==> config.mk <==
export PLATFORM = sky130hd
export DESIGN_NAME = psram_burst_wr
export DESIGN_NICKNAME = d
export VERILOG_FILES = /design/src/rtl/psram_wr_pkg.sv /design/src/rtl/psram_clk_div.sv /design/src/rtl/psram_wbuf.sv /design/src/rtl/psram_wr_fsm.sv /design/src/rtl/psram_burst_wr.sv
export SDC_FILE = /design/constraint.sdc
export NUM_CORES = 1
export LEC_CHECK = 0
export BUFFER_PORTS_ARGS = -buffer_cell sky130_fd_sc_hd__clkbuf_2
export CAP_MARGIN = 20
export CORE_ASPECT_RATIO = 0.7
export CORE_MARGIN = 1
export CORE_UTILIZATION = 45
export DETAILED_ROUTE_END_ITERATION = 7
export PLACE_DENSITY = 0.77
export RECOVER_POWER = 100
export SYNTH_ARGS = -nofsm -noshare
export SYNTH_HDL_FRONTEND = slang
export SYNTH_SLANG_ARGS = --single-unit
==> constraint.sdc <==
create_clock -name clk_i -period 3.2 [get_ports clk_i]
set_input_delay 0.32 -clock clk_i [delete_from_list [all_inputs] [get_ports clk_i]]
set_output_delay 0.32 -clock clk_i [all_outputs]
set_load 0.1 [all_outputs]
==> src/rtl/psram_wr_pkg.sv <==
package psram_wr_pkg;
  typedef enum logic [2:0] {
    ST_IDLE,
    ST_PEND,
    ST_ADDR,
    ST_LAT,
    ST_DATA,
    ST_GAP
  } wr_state_e;
endpackage

==> src/rtl/psram_clk_div.sv <==
module psram_clk_div #(
  parameter int DIV_W = 4
) (
  input  logic             clk_i,
  input  logic             rst_ni,
  input  logic [DIV_W-1:0] div_i,
  output logic             mem_clk_o,
  output logic             tick_o
);
  logic [DIV_W-1:0] cnt_q, cnt_d, div_eff, half;
  logic             clk_q;

  assign div_eff = (div_i < DIV_W'(2)) ? DIV_W'(2) : div_i;
  assign half    = div_eff >> 1;
  // tick marks the system edge on which the memory clock falls
  assign tick_o  = (cnt_q >= div_eff - DIV_W'(1));
  assign cnt_d   = tick_o ? '0 : cnt_q + DIV_W'(1);

  always_ff @(posedge clk_i or negedge rst_ni) begin
    if (!rst_ni) begin
      cnt_q <= '0;
      clk_q <= 1'b0;
    end else begin
      cnt_q <= cnt_d;
      clk_q <= (cnt_d >= half);
    end
  end

  assign mem_clk_o = clk_q;
endmodule

==> src/rtl/psram_wbuf.sv <==
module psram_wbuf #(
  parameter int DATA_W = 16
) (
  input  logic              clk_i,
  input  logic              rst_ni,
  input  logic              push_i,
  input  logic [DATA_W-1:0] din_i,
  input  logic              pop_i,
  output logic              full_o,
  output logic [DATA_W-1:0] dout_o
);
  logic              full_q;
  logic [DATA_W-1:0] data_q;

  always_ff @(posedge clk_i or negedge rst_ni) begin
    if (!rst_ni) begin
      full_q <= 1'b0;
      data_q <= '0;
    end else if (push_i) begin
      full_q <= 1'b1;
      data_q <= din_i;
    end else if (pop_i) begin
      full_q <= 1'b0;
    end
  end

  assign full_o = full_q;
  assign dout_o = data_q;
endmodule

==> src/rtl/psram_wr_fsm.sv <==
module psram_wr_fsm
  import psram_wr_pkg::*;
#(
  parameter int ADDR_W = 26,
  parameter int DATA_W = 16,
  parameter int LEN_W  = 8,
  parameter int LAT_W  = 4,
  parameter int GAP_W  = 4
) (
  input  logic                     clk_i,
  input  logic                     rst_ni,
  input  logic                     tick_i,
  input  logic                     req_valid_i,
  output logic                     req_ready_o,
  input  logic [ADDR_W-1:0]        req_addr_i,
  input  logic [LEN_W-1:0]         req_len_i,
  input  logic [LAT_W-1:0]         lat_i,
  input  logic [GAP_W-1:0]         gap_i,
  input  logic                     wait_act_i,
  input  logic                     push_i,
  input  logic                     buf_full_i,
  input  logic [DATA_W-1:0]        buf_data_i,
  output logic                     buf_pop_o,
  output logic                     fetch_en_o,
  output logic                     ce_no,
  output logic                     adv_no,
  output logic                     we_no,
  output logic [DATA_W-1:0]        ad_o,
  output logic                     ad_oe_o,
  output logic [ADDR_W-DATA_W-1:0] a_hi_o,
  output logic                     done_o
);
  localparam int CNT_W = (LAT_W > GAP_W) ? LAT_W : GAP_W;

  wr_state_e                state_q;
  logic [ADDR_W-1:0]        addr_q;
  logic [LEN_W-1:0]         beats_q, fetch_q, len_eff;
  logic [LAT_W-1:0]         lat_q, lat_eff;
  logic [GAP_W-1:0]         gap_q, gap_eff;
  logic [CNT_W-1:0]         cnt_q;
  logic                     ce_q, adv_q, we_q, oe_q, done_q;
  logic [DATA_W-1:0]        ad_q;
  logic [ADDR_W-DATA_W-1:0] a_hi_q;
  logic                     lat_last, issue;

  assign len_eff  = (req_len_i == '0) ? LEN_W'(1) : req_len_i;
  assign lat_eff  = (lat_i < LAT_W'(2)) ? LAT_W'(2) : lat_i;
  assign gap_eff  = (gap_i == '0) ? GAP_W'(1) : gap_i;
  assign lat_last = (state_q == ST_LAT) && (cnt_q == CNT_W'(1));
  // a beat leaves the holding register on the tick that starts its period
  assign issue    = tick_i && (lat_last ||
                    (state_q == ST_DATA && !wait_act_i && beats_q != '0));

  assign req_ready_o = (state_q == ST_IDLE);
  assign buf_pop_o   = issue;
  assign fetch_en_o  = (lat_last || state_q == ST_DATA) &&
                       (fetch_q != '0) && !buf_full_i;

  always_ff @(posedge clk_i or negedge rst_ni) begin
    if (!rst_ni) begin
      state_q <= ST_IDLE;
      addr_q  <= '0;
      beats_q <= '0;
      fetch_q <= '0;
      lat_q   <= '0;
      gap_q   <= '0;
      cnt_q   <= '0;
      ce_q    <= 1'b1;
      adv_q   <= 1'b1;
      we_q    <= 1'b1;
      oe_q    <= 1'b0;
      ad_q    <= '0;
      a_hi_q  <= '0;
      done_q  <= 1'b0;
    end else begin
      done_q <= 1'b0;
      if (push_i) fetch_q <= fetch_q - LEN_W'(1);
      if (issue) begin
        ad_q    <= buf_data_i;
        beats_q <= beats_q - LEN_W'(1);
      end
      unique case (state_q)
        ST_IDLE: if (req_valid_i) begin
          addr_q  <= req_addr_i;
          beats_q <= len_eff;
          fetch_q <= len_eff;
          lat_q   <= lat_eff;
          gap_q   <= gap_eff;
          state_q <= ST_PEND;
        end
        ST_PEND: if (tick_i) begin
          ce_q    <= 1'b0;
          adv_q   <= 1'b0;
          we_q    <= 1'b0;
          oe_q    <= 1'b1;
          ad_q    <= addr_q[DATA_W-1:0];
          a_hi_q  <= addr_q[ADDR_W-1:DATA_W];
          state_q <= ST_ADDR;
        end
        ST_ADDR: if (tick_i) begin
          adv_q   <= 1'b1;
          cnt_q   <= CNT_W'(lat_q) - CNT_W'(1);
          state_q <= ST_LAT;
        end
        ST_LAT: if (tick_i) begin
          if (lat_last) state_q <= ST_DATA;
          else          cnt_q   <= cnt_q - CNT_W'(1);
        end
        ST_DATA: if (tick_i && !wait_act_i && beats_q == '0) begin
          ce_q    <= 1'b1;
          we_q    <= 1'b1;
          oe_q    <= 1'b0;
          ad_q    <= '0;
          done_q  <= 1'b1;
          cnt_q   <= CNT_W'(gap_q);
          state_q <= ST_GAP;
        end
        ST_GAP: if (tick_i) begin
          if (cnt_q == CNT_W'(1)) state_q <= ST_IDLE;
          else                    cnt_q   <= cnt_q - CNT_W'(1);
        end
        default: state_q <= ST_IDLE;
      endcase
    end
  end

  assign ce_no   = ce_q;
  assign adv_no  = adv_q;
  assign we_no   = we_q;
  assign ad_o    = ad_q;
  assign ad_oe_o = oe_q;
  assign a_hi_o  = a_hi_q;
  assign done_o  = done_q;
endmodule

==> src/rtl/psram_burst_wr.sv <==
module psram_burst_wr #(
  parameter int ADDR_W = 26,
  parameter int DATA_W = 16,
  parameter int LEN_W  = 8,
  parameter int DIV_W  = 4,
  parameter int LAT_W  = 4,
  parameter int GAP_W  = 4
) (
  input  logic                     clk_i,
  input  logic                     rst_ni,
  input  logic [DIV_W-1:0]         clk_div_i,
  input  logic [LAT_W-1:0]         lat_i,
  input  logic [GAP_W-1:0]         gap_i,
  input  logic                     wait_pol_i,
  input  logic                     req_valid_i,
  output logic                     req_ready_o,
  input  logic [ADDR_W-1:0]        req_addr_i,
  input  logic [LEN_W-1:0]         req_len_i,
  input  logic [DATA_W-1:0]        wdata_i,
  input  logic                     wdata_valid_i,
  output logic                     wdata_ready_o,
  output logic                     done_o,
  output logic                     mem_clk_o,
  output logic                     mem_ce_no,
  output logic                     mem_adv_no,
  output logic                     mem_we_no,
  output logic                     mem_oe_no,
  output logic [ADDR_W-DATA_W-1:0] mem_a_hi_o,
  output logic [DATA_W-1:0]        mem_ad_o,
  output logic                     mem_ad_oe_o,
  input  logic                     mem_wait_i
);
  logic              tick, wait_act, push, pop, buf_full, fetch_en;
  logic [DATA_W-1:0] buf_data;

  assign wait_act      = (mem_wait_i == wait_pol_i);
  assign push          = fetch_en & wdata_valid_i;
  assign wdata_ready_o = fetch_en;
  assign mem_oe_no     = 1'b1;

  psram_clk_div #(.DIV_W(DIV_W)) i_clk_div (
    .clk_i     (clk_i),
    .rst_ni    (rst_ni),
    .div_i     (clk_div_i),
    .mem_clk_o (mem_clk_o),
    .tick_o    (tick)
  );

  psram_wbuf #(.DATA_W(DATA_W)) i_wbuf (
    .clk_i  (clk_i),
    .rst_ni (rst_ni),
    .push_i (push),
    .din_i  (wdata_i),
    .pop_i  (pop),
    .full_o (buf_full),
    .dout_o (buf_data)
  );

  psram_wr_fsm #(
    .ADDR_W (ADDR_W),
    .DATA_W (DATA_W),
    .LEN_W  (LEN_W),
    .LAT_W  (LAT_W),
    .GAP_W  (GAP_W)
  ) i_fsm (
    .clk_i       (clk_i),
    .rst_ni      (rst_ni),
    .tick_i      (tick),
    .req_valid_i (req_valid_i),
    .req_ready_o (req_ready_o),
    .req_addr_i  (req_addr_i),
    .req_len_i   (req_len_i),
    .lat_i       (lat_i),
    .gap_i       (gap_i),
    .wait_act_i  (wait_act),
    .push_i      (push),
    .buf_full_i  (buf_full),
    .buf_data_i  (buf_data),
    .buf_pop_o   (pop),
    .fetch_en_o  (fetch_en),
    .ce_no       (mem_ce_no),
    .adv_no      (mem_adv_no),
    .we_no       (mem_we_no),
    .ad_o        (mem_ad_o),
    .ad_oe_o     (mem_ad_oe_o),
    .a_hi_o      (mem_a_hi_o),
    .done_o      (done_o)
  );
endmodule

==> metrics.json, run 1 <==
{
  "status": "finished, violations left",
  "violations": "capacitance limit, slew limit",
  "dp_hpwl_microns": 9450,
  "detail_route.first_pass.iterations": 5,
  "post_synth_inst_count": 563,
  "yosys_register_bits": 109,
  "fp.dieH_microns": 95.1,
  "worstPathCellList": "clkbuf_1 > o31ai_1 > ha_1 > ha_1 > nor3b_1 > o21a_1 > nand2_1 > ha_1 > nand2b_1 > a21o_1 > a211o_1",
  "power.ir.vdd_worst_mv": 0.628,
  "setup_violations": 0,
  "area_growth_syn_to_fin_pct": 14.5,
  "count_of_antenna_diodes_in_the_layout": 0,
  "drt_wl_total_microns": 13500,
  "path_buf_inv": 1,
  "grt_setup_unrepaired": "no",
  "cp_max_fo": 5,
  "synth_area_sq_mm": 0.00557,
  "fin_area_sq_mm": 0.00637,
  "cts_hold_fix_bufs": 0,
  "report.final.slew_viol_count": 66,
  "first_iteration_detailed_routing_drc_count": 266,
  "worst_slew_margin_rel_pct": -10.4,
  "clock_tree.root_cell": "sky130_fd_sc_hd__clkbuf_16",
  "finish.net_count": 732,
  "skew_ns": 0.0142,
  "critical-path-slowest-cell": "sky130_fd_sc_hd__nor3b_1",
  "num_io_pins": 103,
  "critPathMaxStageDelay_ns": 0.48,
  "clkLatencyLatePin_ns": 0.36,
  "fmaxAchievable_mhz": 345,
  "worst_setup_path_end_kind": "flip-flop",
  "p_sw_share_pct": 45.1,
  "postPlaceCellArea_sq_mm": 0.00623,
  "critPathTopFamily": "compound AO/OA/AOI/OAI gates",
  "antenna_found_initial": 0,
  "setup_total_negative_slack_ns": 0,
  "first_pass_grt_wire_length_microns": 22100,
  "placeableCoreArea_sq_mm": 0.0119,
  "routabilityCongestion": 0.888,
  "synth_top_flop_cell": "sky130_fd_sc_hd__dfrtp_1",
  "timing.setup.critical_path_class": "in2reg",
  "place_inst": 794,
  "wp_data_required_ns": 3.44,
  "timing.hold.worst.class": "in2reg",
  "cts_htree_levels": 3,
  "global_route.usage.total_pct": 22.2,
  "arrival_ns": 3.14,
  "max-cap-violations": 1,
  "post_route_cells_drive_above_1_share_pct": 20.2,
  "vias_in_the_first_global_route": 4446,
  "share_comb_of_total_power_pct": 43.2,
  "avgRoutedWirePerCell_microns": 16.7,
  "power_report.internal_total_mw": 3.03,
  "ys_types": 56,
  "timing.critical_path.mode_cell": "sky130_fd_sc_hd__ha_1",
  "largest_net_degree_at_the_start_of_global_routing": 66,
  "clk_transition_reported_paths_ns": 0.08,
  "clk_path_buf_depth": 2,
  "timing.final.crit_period_ns": 2.90,
  "cts_buffer_count": 9,
  "setup_ws_ns": 0.301,
  "asyncSetResetFlopFracSynth_pct": 100,
  "cts_tree": "yes",
  "drt.antenna.violating_nets": 0,
  "die_area_sq_mm": 0.0128,
  "port_buffers": 101,
  "power_density_mw_per_mm2": 866,
  "clock_power_share_pct": 20.2,
  "final-instance-count-excl-fill": 810,
  "syn-mean-instance-area_sq_um": 9.89,
  "core.rowCount": 33,
  "cp-start-kind": "primary input",
  "leakagePower_nw": 3.07,
  "final_hold_violations": 0,
  "net_switching_component_of_the_power_mw": 2.49,
  "fp.dieW_microns": 135,
  "floorplan.initialDensity_pct": 46.8,
  "fin_crit_share_pct": 90.6,
  "vias_per_cell": 5.57,
  "seq_power_share_pct": 36.6,
  "post_cts.resized_instances": 0,
  "synthesis.yosys.warnings": 0,
  "synth_enable_flop_cells": 0,
  "cts_post_setup_buffers_inserted": 0,
  "drc": 0,
  "syn-num-nets": 647,
  "worst_pin_slew_ns": 1.66,
  "grt_overflow_total": 0,
  "via_count": 4513,
  "place_worst_setup_slack_ns": -0.0181,
  "post_synthesis_sequential_area_ratio_pct": 49.0,
  "cts_sinks": 109
}
-- routing by layer --
metal	wire (microns)	GRT usage, %	vias to the layer above
li1	-	-	2128
met1	6210	30.6	2212
met2	6300	35.4	161
met3	877	5.32	12
met4	143	5.90	0
met5	0	0	-
-- flip-flops by register name (all words and copies together) (netlist names), 3 cells and up --
register / flops
i_fsm.state_q: 3
i_wbuf.dout_o: 16
i_fsm.beats_q: 8
i_fsm.cnt_q: 4
i_fsm.fetch_q: 8
i_fsm.ad_o: 16
i_fsm.lat_q: 4
i_fsm.addr_q: 26
i_fsm.a_hi_o: 10
i_fsm.gap_q: 4
i_clk_div.cnt_q: 4
-- worst paths after layout --
check / cells after the start / from / to / slack, ns
min: 3 / req_addr_i[13] / i_fsm.addr_q[13] / 0.15
min in group asynchronous: 1 / rst_ni / i_fsm.cnt_q[3] / 0.39
max in group asynchronous: 2 / rst_ni / i_fsm.beats_q[0] / 0.92
max: 11 / clk_div_i[2] / i_clk_div.mem_clk_o / 0.30
min reg2reg: 2 / i_fsm.addr_q[7] / i_fsm.addr_q[7] / 0.48
max reg2reg: 5 / i_fsm.state_q[1] / i_fsm.beats_q[7] / 0.41
-- worst register-to-register path, delay by kind of cell, from the launching register on --
kind                   cells  cell delay [ns]
AOI/OAI and AO/OA          1             0.23
buffers and inverters      1             0.57
DFF                        1             0.61
and+or+nand+nor            3             1.30
-- cell type report --
| cell class | instances | area (sq um) |
|---|---|---|
| clock buffer | 9 | 225 |
| clock inverter | 7 | 71.3 |
| fill | 1088 | 5520 |
| inverter | 19 | 71.3 |
| multi-input combinational | 398 | 2540 |
| sequential | 109 | 2730 |
| tap | 157 | 196 |
| timing repair buffer | 111 | 538 |
-- through the flow --
| stage | util, % | power, mW | hold WS, ns |
|---|---|---|---|
| after detailed placement | 52.4 | 4.54 | 0.460 |
| after CTS | 54.9 | 5.66 | 0.109 |
| after global routing | 53.6 | 5.80 | 0.152 |
| after floorplan | - | 3.98 | 0.0244 |
| final | 53.6 | 5.52 | 0.149 |
| after global placement | 52.4 | 4.45 | 0.453 |
-- power groups by stage --
stage	registers [mW]	logic (mW)	clock network, mW
detailed placement	2.04	2.50	0
global route	2.06	2.56	1.18
CTS	2.02	2.52	1.13
finish	2.02	2.39	1.11
global placement	2.02	2.43	0
floorplan	2.66	1.32	0
-- cells in the mapped netlist (all sizes together), types with 3 or more instances --
cell      n  area share, %
a21o      3           0.40
a21oi    15            1.3
a31oi     8           0.90
buf      18            1.8
clkbuf   19            1.3
dfrtp   107             48
ha       16            3.6
inv      19            1.3
mux2     44             10
mux2i     3           0.54
nand2   124            8.4
nand2b    3           0.34
nand3    42            3.8
nor2     20            1.4
nor2b     3           0.34
nor3     16            1.5
nor3b     3           0.61
nor4      6           0.67
o211ai   21            2.9
o21ai    15            1.3
o31ai     5           0.67
or3       4           0.45
or4       3           0.40
xnor2    11            1.7
xor2      5           0.79
-- kinds of logic after synthesis --
| kind of cell | count (synthesis) | synth area share (%) |
|---|---|---|
| adders and majority gates | 16 | 3.60 |
| other | 1 | 0.0674 |
| muxes | 47 | 10.5 |
| xor gates and xnor gates | 16 | 2.52 |
| AOI/OAI and AO/OA | 82 | 10.2 |
| DFF | 109 | 49.0 |
| and+or+nand+nor | 236 | 19.7 |
| buffers and inverters | 56 | 4.40 |
-- placed cells by master (no fill, tap or decap), drive strengths merged, types with 15 or more instances in the layout --
cell type / n
inv: 22
nor2: 20
nand3: 42
clkbuf: 114
a21oi: 15
mux2: 44
dfrtp: 107
ha: 16
o21ai: 15
nand2: 124
o211ai: 21
nor3: 16
Power figures use the tool's default switching activity.
==> inputs of run 2 (changes only) <==
- SLEW_MARGIN: default -> 5
- clock period: 3.2 -> 3.6 ns (I/O delays scaled with it)
==> metrics.json, run 2 (synthesis results as in run 1) <==
{
  "finish.net_count": {"value": 731, "change": "was 732"},
  "power_density": {"value": 777, "unit": "mW/mm^2", "change": "was 866 mW/mm^2"},
  "num_io_pins": {"value": 103, "change": "unchanged"},
  "seq_power_share": {"value": 36.4, "unit": "%", "change": "was 36.6%"},
  "postPlaceCellArea": {"value": 0.00618, "unit": "sq mm", "change": "was 0.00623 sq mm"},
  "cts_sinks": {"value": 109, "change": "unchanged"},
  "clk_path_buf_depth": {"value": 2, "change": "unchanged"},
  "p_sw_share": {"value": 43.5, "unit": "%", "change": "was 45.1%"},
  "clock_power_share": {"value": 21.7, "unit": "%", "change": "was 20.2%"},
  "timing.hold.worst.class": {"value": "in2reg", "change": "unchanged"},
  "clock_tree.root_cell": {"value": "sky130_fd_sc_hd__clkbuf_16", "change": "unchanged"},
  "place_worst_setup_slack": {"value": 0.272, "unit": "ns", "change": "was -0.0181 ns"},
  "cp_max_fo": {"value": 35, "change": "was 5"},
  "worst_slew_margin_rel": {"value": -15.1, "unit": "%", "change": "was -10.4%"},
  "largest_register": {"value": "i_fsm.addr_q", "change": "unchanged"},
  "count_of_antenna_diodes_in_the_layout": {"value": 0, "change": "unchanged"},
  "max-cap-violations": {"value": 2, "change": "was 1"},
  "drt.antenna.violating_nets": {"value": 0, "change": "unchanged"},
  "vias_in_the_first_global_route": {"value": 4535, "change": "was 4446"},
  "cp-start-kind": {"value": "primary input", "change": "unchanged"},
  "setup_ws": {"value": 0.572, "unit": "ns", "change": "was 0.301 ns"},
  "first_pass_grt_wire_length": {"value": 22300, "unit": "microns", "change": "was 22100 microns"},
  "worst_setup_path_end_kind": {"value": "flip-flop", "change": "unchanged"},
  "fp.dieH": {"value": 95.1, "unit": "microns", "change": "unchanged"},
  "violations": {"value": "capacitance limit, slew limit", "change": "unchanged"},
  "worst_pin_slew": {"value": 1.71, "unit": "ns", "change": "was 1.66 ns"},
  "cts_tree": {"value": "yes", "change": "unchanged"},
  "skew": {"value": 0.00893, "unit": "ns", "change": "was 0.0142 ns"},
  "critical-path-slowest-cell": {"value": "sky130_fd_sc_hd__o21ai_0", "change": "was sky130_fd_sc_hd__nor3b_1"},
  "first_iteration_detailed_routing_drc_count": {"value": 222, "change": "was 266"},
  "final_hold_violations": {"value": 0, "change": "unchanged"},
  "cts_post_setup_buffers_inserted": {"value": 0, "change": "unchanged"},
  "fp.dieW": {"value": 135, "unit": "microns", "change": "unchanged"},
  "arrival": {"value": 3.26, "unit": "ns", "change": "was 3.14 ns"},
  "grt_setup_unrepaired": {"value": "no", "change": "unchanged"},
  "layout.cells.most_common": {"value": "sky130_fd_sc_hd__nand2_1", "change": "unchanged"},
  "wp_data_required": {"value": 3.83, "unit": "ns", "change": "was 3.44 ns"},
  "timing.setup.critical_path_class": {"value": "in2reg", "change": "unchanged"},
  "timing.final.crit_period_ns": 3.03,
  "net_switching_component_of_the_power": {"value": 2.15, "unit": "mW", "change": "was 2.49 mW"},
  "fin_area": {"value": 0.00637, "unit": "sq mm", "change": "about the same"},
  "antenna_found_initial": {"value": 0, "change": "unchanged"},
  "share_comb_of_total_power": {"value": 41.9, "unit": "%", "change": "was 43.2%"},
  "area_growth_syn_to_fin": {"value": 14.4, "unit": "%", "change": "was 14.5%"},
  "vias_per_cell": {"value": 5.62, "change": "was 5.57"},
  "floorplan.initialDensity": {"value": 46.8, "unit": "%", "change": "unchanged"},
  "largest_register_ff_count": {"value": 26, "change": "unchanged"},
  "dp_hpwl": {"value": 9630, "unit": "microns", "change": "was 9450 microns"},
  "critPathTopFamily": {"value": "compound AO/OA/AOI/OAI gates", "change": "unchanged"},
  "drt_wl_total": {"value": 13500, "unit": "microns", "change": "about the same"},
  "power_report.internal_total": {"value": 2.80, "unit": "mW", "change": "was 3.03 mW"},
  "setup_total_negative_slack": {"value": 0, "unit": "ns", "change": "unchanged"},
  "report.final.slew_viol_count": {"value": 93, "change": "was 66"},
  "die_area": {"value": 0.0128, "unit": "sq mm", "change": "unchanged"},
  "path_buf_inv": {"value": 2, "change": "was 1"},
  "r2r-end": {"value": "i_fsm.beats_q[3]", "change": "was i_fsm.beats_q[7]"},
  "post_cts.resized_instances": {"value": 0, "change": "unchanged"},
  "fin_crit_share_pct": 84.1,
  "fin_hold_ws": {"value": 0.205, "unit": "ns", "change": "was 0.149 ns"},
  "drc": {"value": 0, "change": "unchanged"},
  "totalPowerFinal": {"value": 4.95, "unit": "mW", "change": "was 5.52 mW"},
  "setup_violations": {"value": 0, "change": "unchanged"},
  "status": {"value": "finished, violations left", "change": "unchanged"},
  "leakagePower": {"value": 3.05, "unit": "nW", "change": "was 3.07 nW"},
  "grt_overflow_total": {"value": 0, "change": "unchanged"},
  "worstSetupEndpoint": {"value": "i_clk_div.mem_clk_o", "change": "unchanged"},
  "global_route.usage.total": {"value": 22.5, "unit": "%", "change": "was 22.2%"},
  "clk_transition_reported_paths": {"value": 0.07, "unit": "ns", "change": "was 0.08 ns"},
  "regToRegSetupSlack": {"value": 0.62, "unit": "ns", "change": "was 0.41 ns"},
  "cts_htree_levels": {"value": 3, "change": "unchanged"},
  "via_count": {"value": 4549, "change": "was 4513"},
  "routabilityCongestion": {"value": 0.913, "change": "was 0.888"},
  "post_route_cells_drive_above_1_share": {"value": 19.0, "unit": "%", "change": "was 20.2%"},
  "worstPathCellList": {"value": "clkbuf_1 > o31ai_1 > ha_1 > xnor2_1 > ha_1 > o211ai_1 > o21ai_0 > buf_4 > nor2_1 > ha_1 > a211o_1", "change": "was clkbuf_1 > o31ai_1 > ha_1 > ha_1 > nor3b_1 > o21a_1 > nand2_1 > ha_1 > nand2b_1 > a21o_1 > a211o_1"},
  "timing.critical_path.mode_cell": {"value": "sky130_fd_sc_hd__ha_1", "change": "unchanged"},
  "mostFrequentLayoutCells": {"value": "124 x sky130_fd_sc_hd__nand2_1, 107 x sky130_fd_sc_hd__dfrtp_1, 67 x sky130_fd_sc_hd__clkbuf_2, 42 x sky130_fd_sc_hd__nand3_1, 37 x sky130_fd_sc_hd__clkbuf_1", "change": "was 124 x sky130_fd_sc_hd__nand2_1, 107 x sky130_fd_sc_hd__dfrtp_1, 69 x sky130_fd_sc_hd__clkbuf_2, 42 x sky130_fd_sc_hd__nand3_1, 36 x sky130_fd_sc_hd__clkbuf_1"},
  "critPathLaunch": {"value": "clk_div_i[2]", "change": "unchanged"},
  "cp_num_cells": {"value": 11, "change": "unchanged"},
  "port_buffers": {"value": 101, "change": "unchanged"},
  "largest_net_degree_at_the_start_of_global_routing": {"value": 69, "change": "was 66"},
  "avgRoutedWirePerCell": {"value": 16.7, "unit": "microns", "change": "about the same"},
  "clkLatencyLatePin": {"value": 0.35, "unit": "ns", "change": "was 0.36 ns"},
  "worst-r2r-cell-count": {"value": 5, "change": "unchanged"},
  "cts_hold_fix_bufs": {"value": 0, "change": "unchanged"},
  "fmaxAchievable_mhz": 330,
  "placeableCoreArea": {"value": 0.0119, "unit": "sq mm", "change": "unchanged"},
  "critPathMaxStageDelay": {"value": 0.49, "unit": "ns", "change": "was 0.48 ns"},
  "power.ir.vdd_worst": {"value": 0.772, "unit": "mV", "change": "was 0.628 mV"},
  "detail_route.first_pass.iterations": {"value": 5, "change": "unchanged"},
  "cts_buffer_count": {"value": 9, "change": "unchanged"},
  "core.rowCount": {"value": 33, "change": "unchanged"},
  "worstReg2RegStart": {"value": "i_fsm.state_q[0]", "change": "was i_fsm.state_q[1]"}
}
run 2: cell types whose count changed in the layout (fill, tap and decap cells not counted), sizes merged:
| cell | previous run | this run |
|---|---|---|
| buf | 6 | 7 |
| bufinv | 0 | 2 |
| clkinv | 3 | 1 |
| clkinvlp | 1 | 2 |
| inv | 22 | 19 |
run 2: stage by stage:
step / utilization [%] / std cells
global placement: 52.0 / 792
detailed placement: 52.0 / 792
floorplan: - / 563
global route: 53.6 / 809
finish: 53.6 / 809
CTS: 54.7 / 808
run 2: worst min-delay path by stage:
stage / startpoint / end / slack (ns) / cells after the start
final: req_addr_i[20] / i_fsm.addr_q[20] / 0.20 / 3
after global routing: req_addr_i[22] / i_fsm.addr_q[22] / 0.20 / 3
after CTS: rst_ni / i_fsm.cnt_q[2] / 0.14 / 1
after detailed placement: i_fsm.addr_q[7] / i_fsm.addr_q[7] / 0.46 / 2
after global placement: i_fsm.addr_q[6] / i_fsm.addr_q[6] / 0.45 / 2
after floorplan: rst_ni / i_clk_div.cnt_q[0] / 0.06 / 0
run 2: worst min-delay path: stages:
cell and delay [ns]:
sky130_fd_sc_hd__clkbuf_2 0.07, sky130_fd_sc_hd__nand2_1 0.04, sky130_fd_sc_hd__nand2_1 0.05
run 2: layout make-up:
| type | count | area (sq um) |
|---|---|---|
| Fill cell | 1093 | 5520 |
| Sequential cell | 109 | 2730 |
| Multi-Input combinational cell | 398 | 2520 |
| Timing Repair Buffer | 110 | 523 |
| Clock buffer | 11 | 243 |
| Tap cell | 157 | 196 |
| Clock inverter | 5 | 83.8 |
| Inverter | 19 | 71.3 |
run 2: routing by layer:
metal | up-vias | global-route usage [%] | routed length [microns]
met5 | - | 0 | 0
met2 | 165 | 36.6 | 6300
met4 | 0 | 5.06 | 121
met3 | 12 | 5.16 | 863
li1 | 2118 | - | -
met1 | 2254 | 30.8 | 6180
run 2: power groups by stage:
stage / combinational [mW] / clock (mW) / sequential [mW]
2_1_floorplan: 1.17 / 0 / 2.36
3_3_place_gp: 2.11 / 0 / 1.80
3_5_place_dp: 2.20 / 0 / 1.81
4_1_cts: 2.21 / 1.09 / 1.80
5_1_grt: 2.23 / 1.14 / 1.84
6_report: 2.07 / 1.08 / 1.80
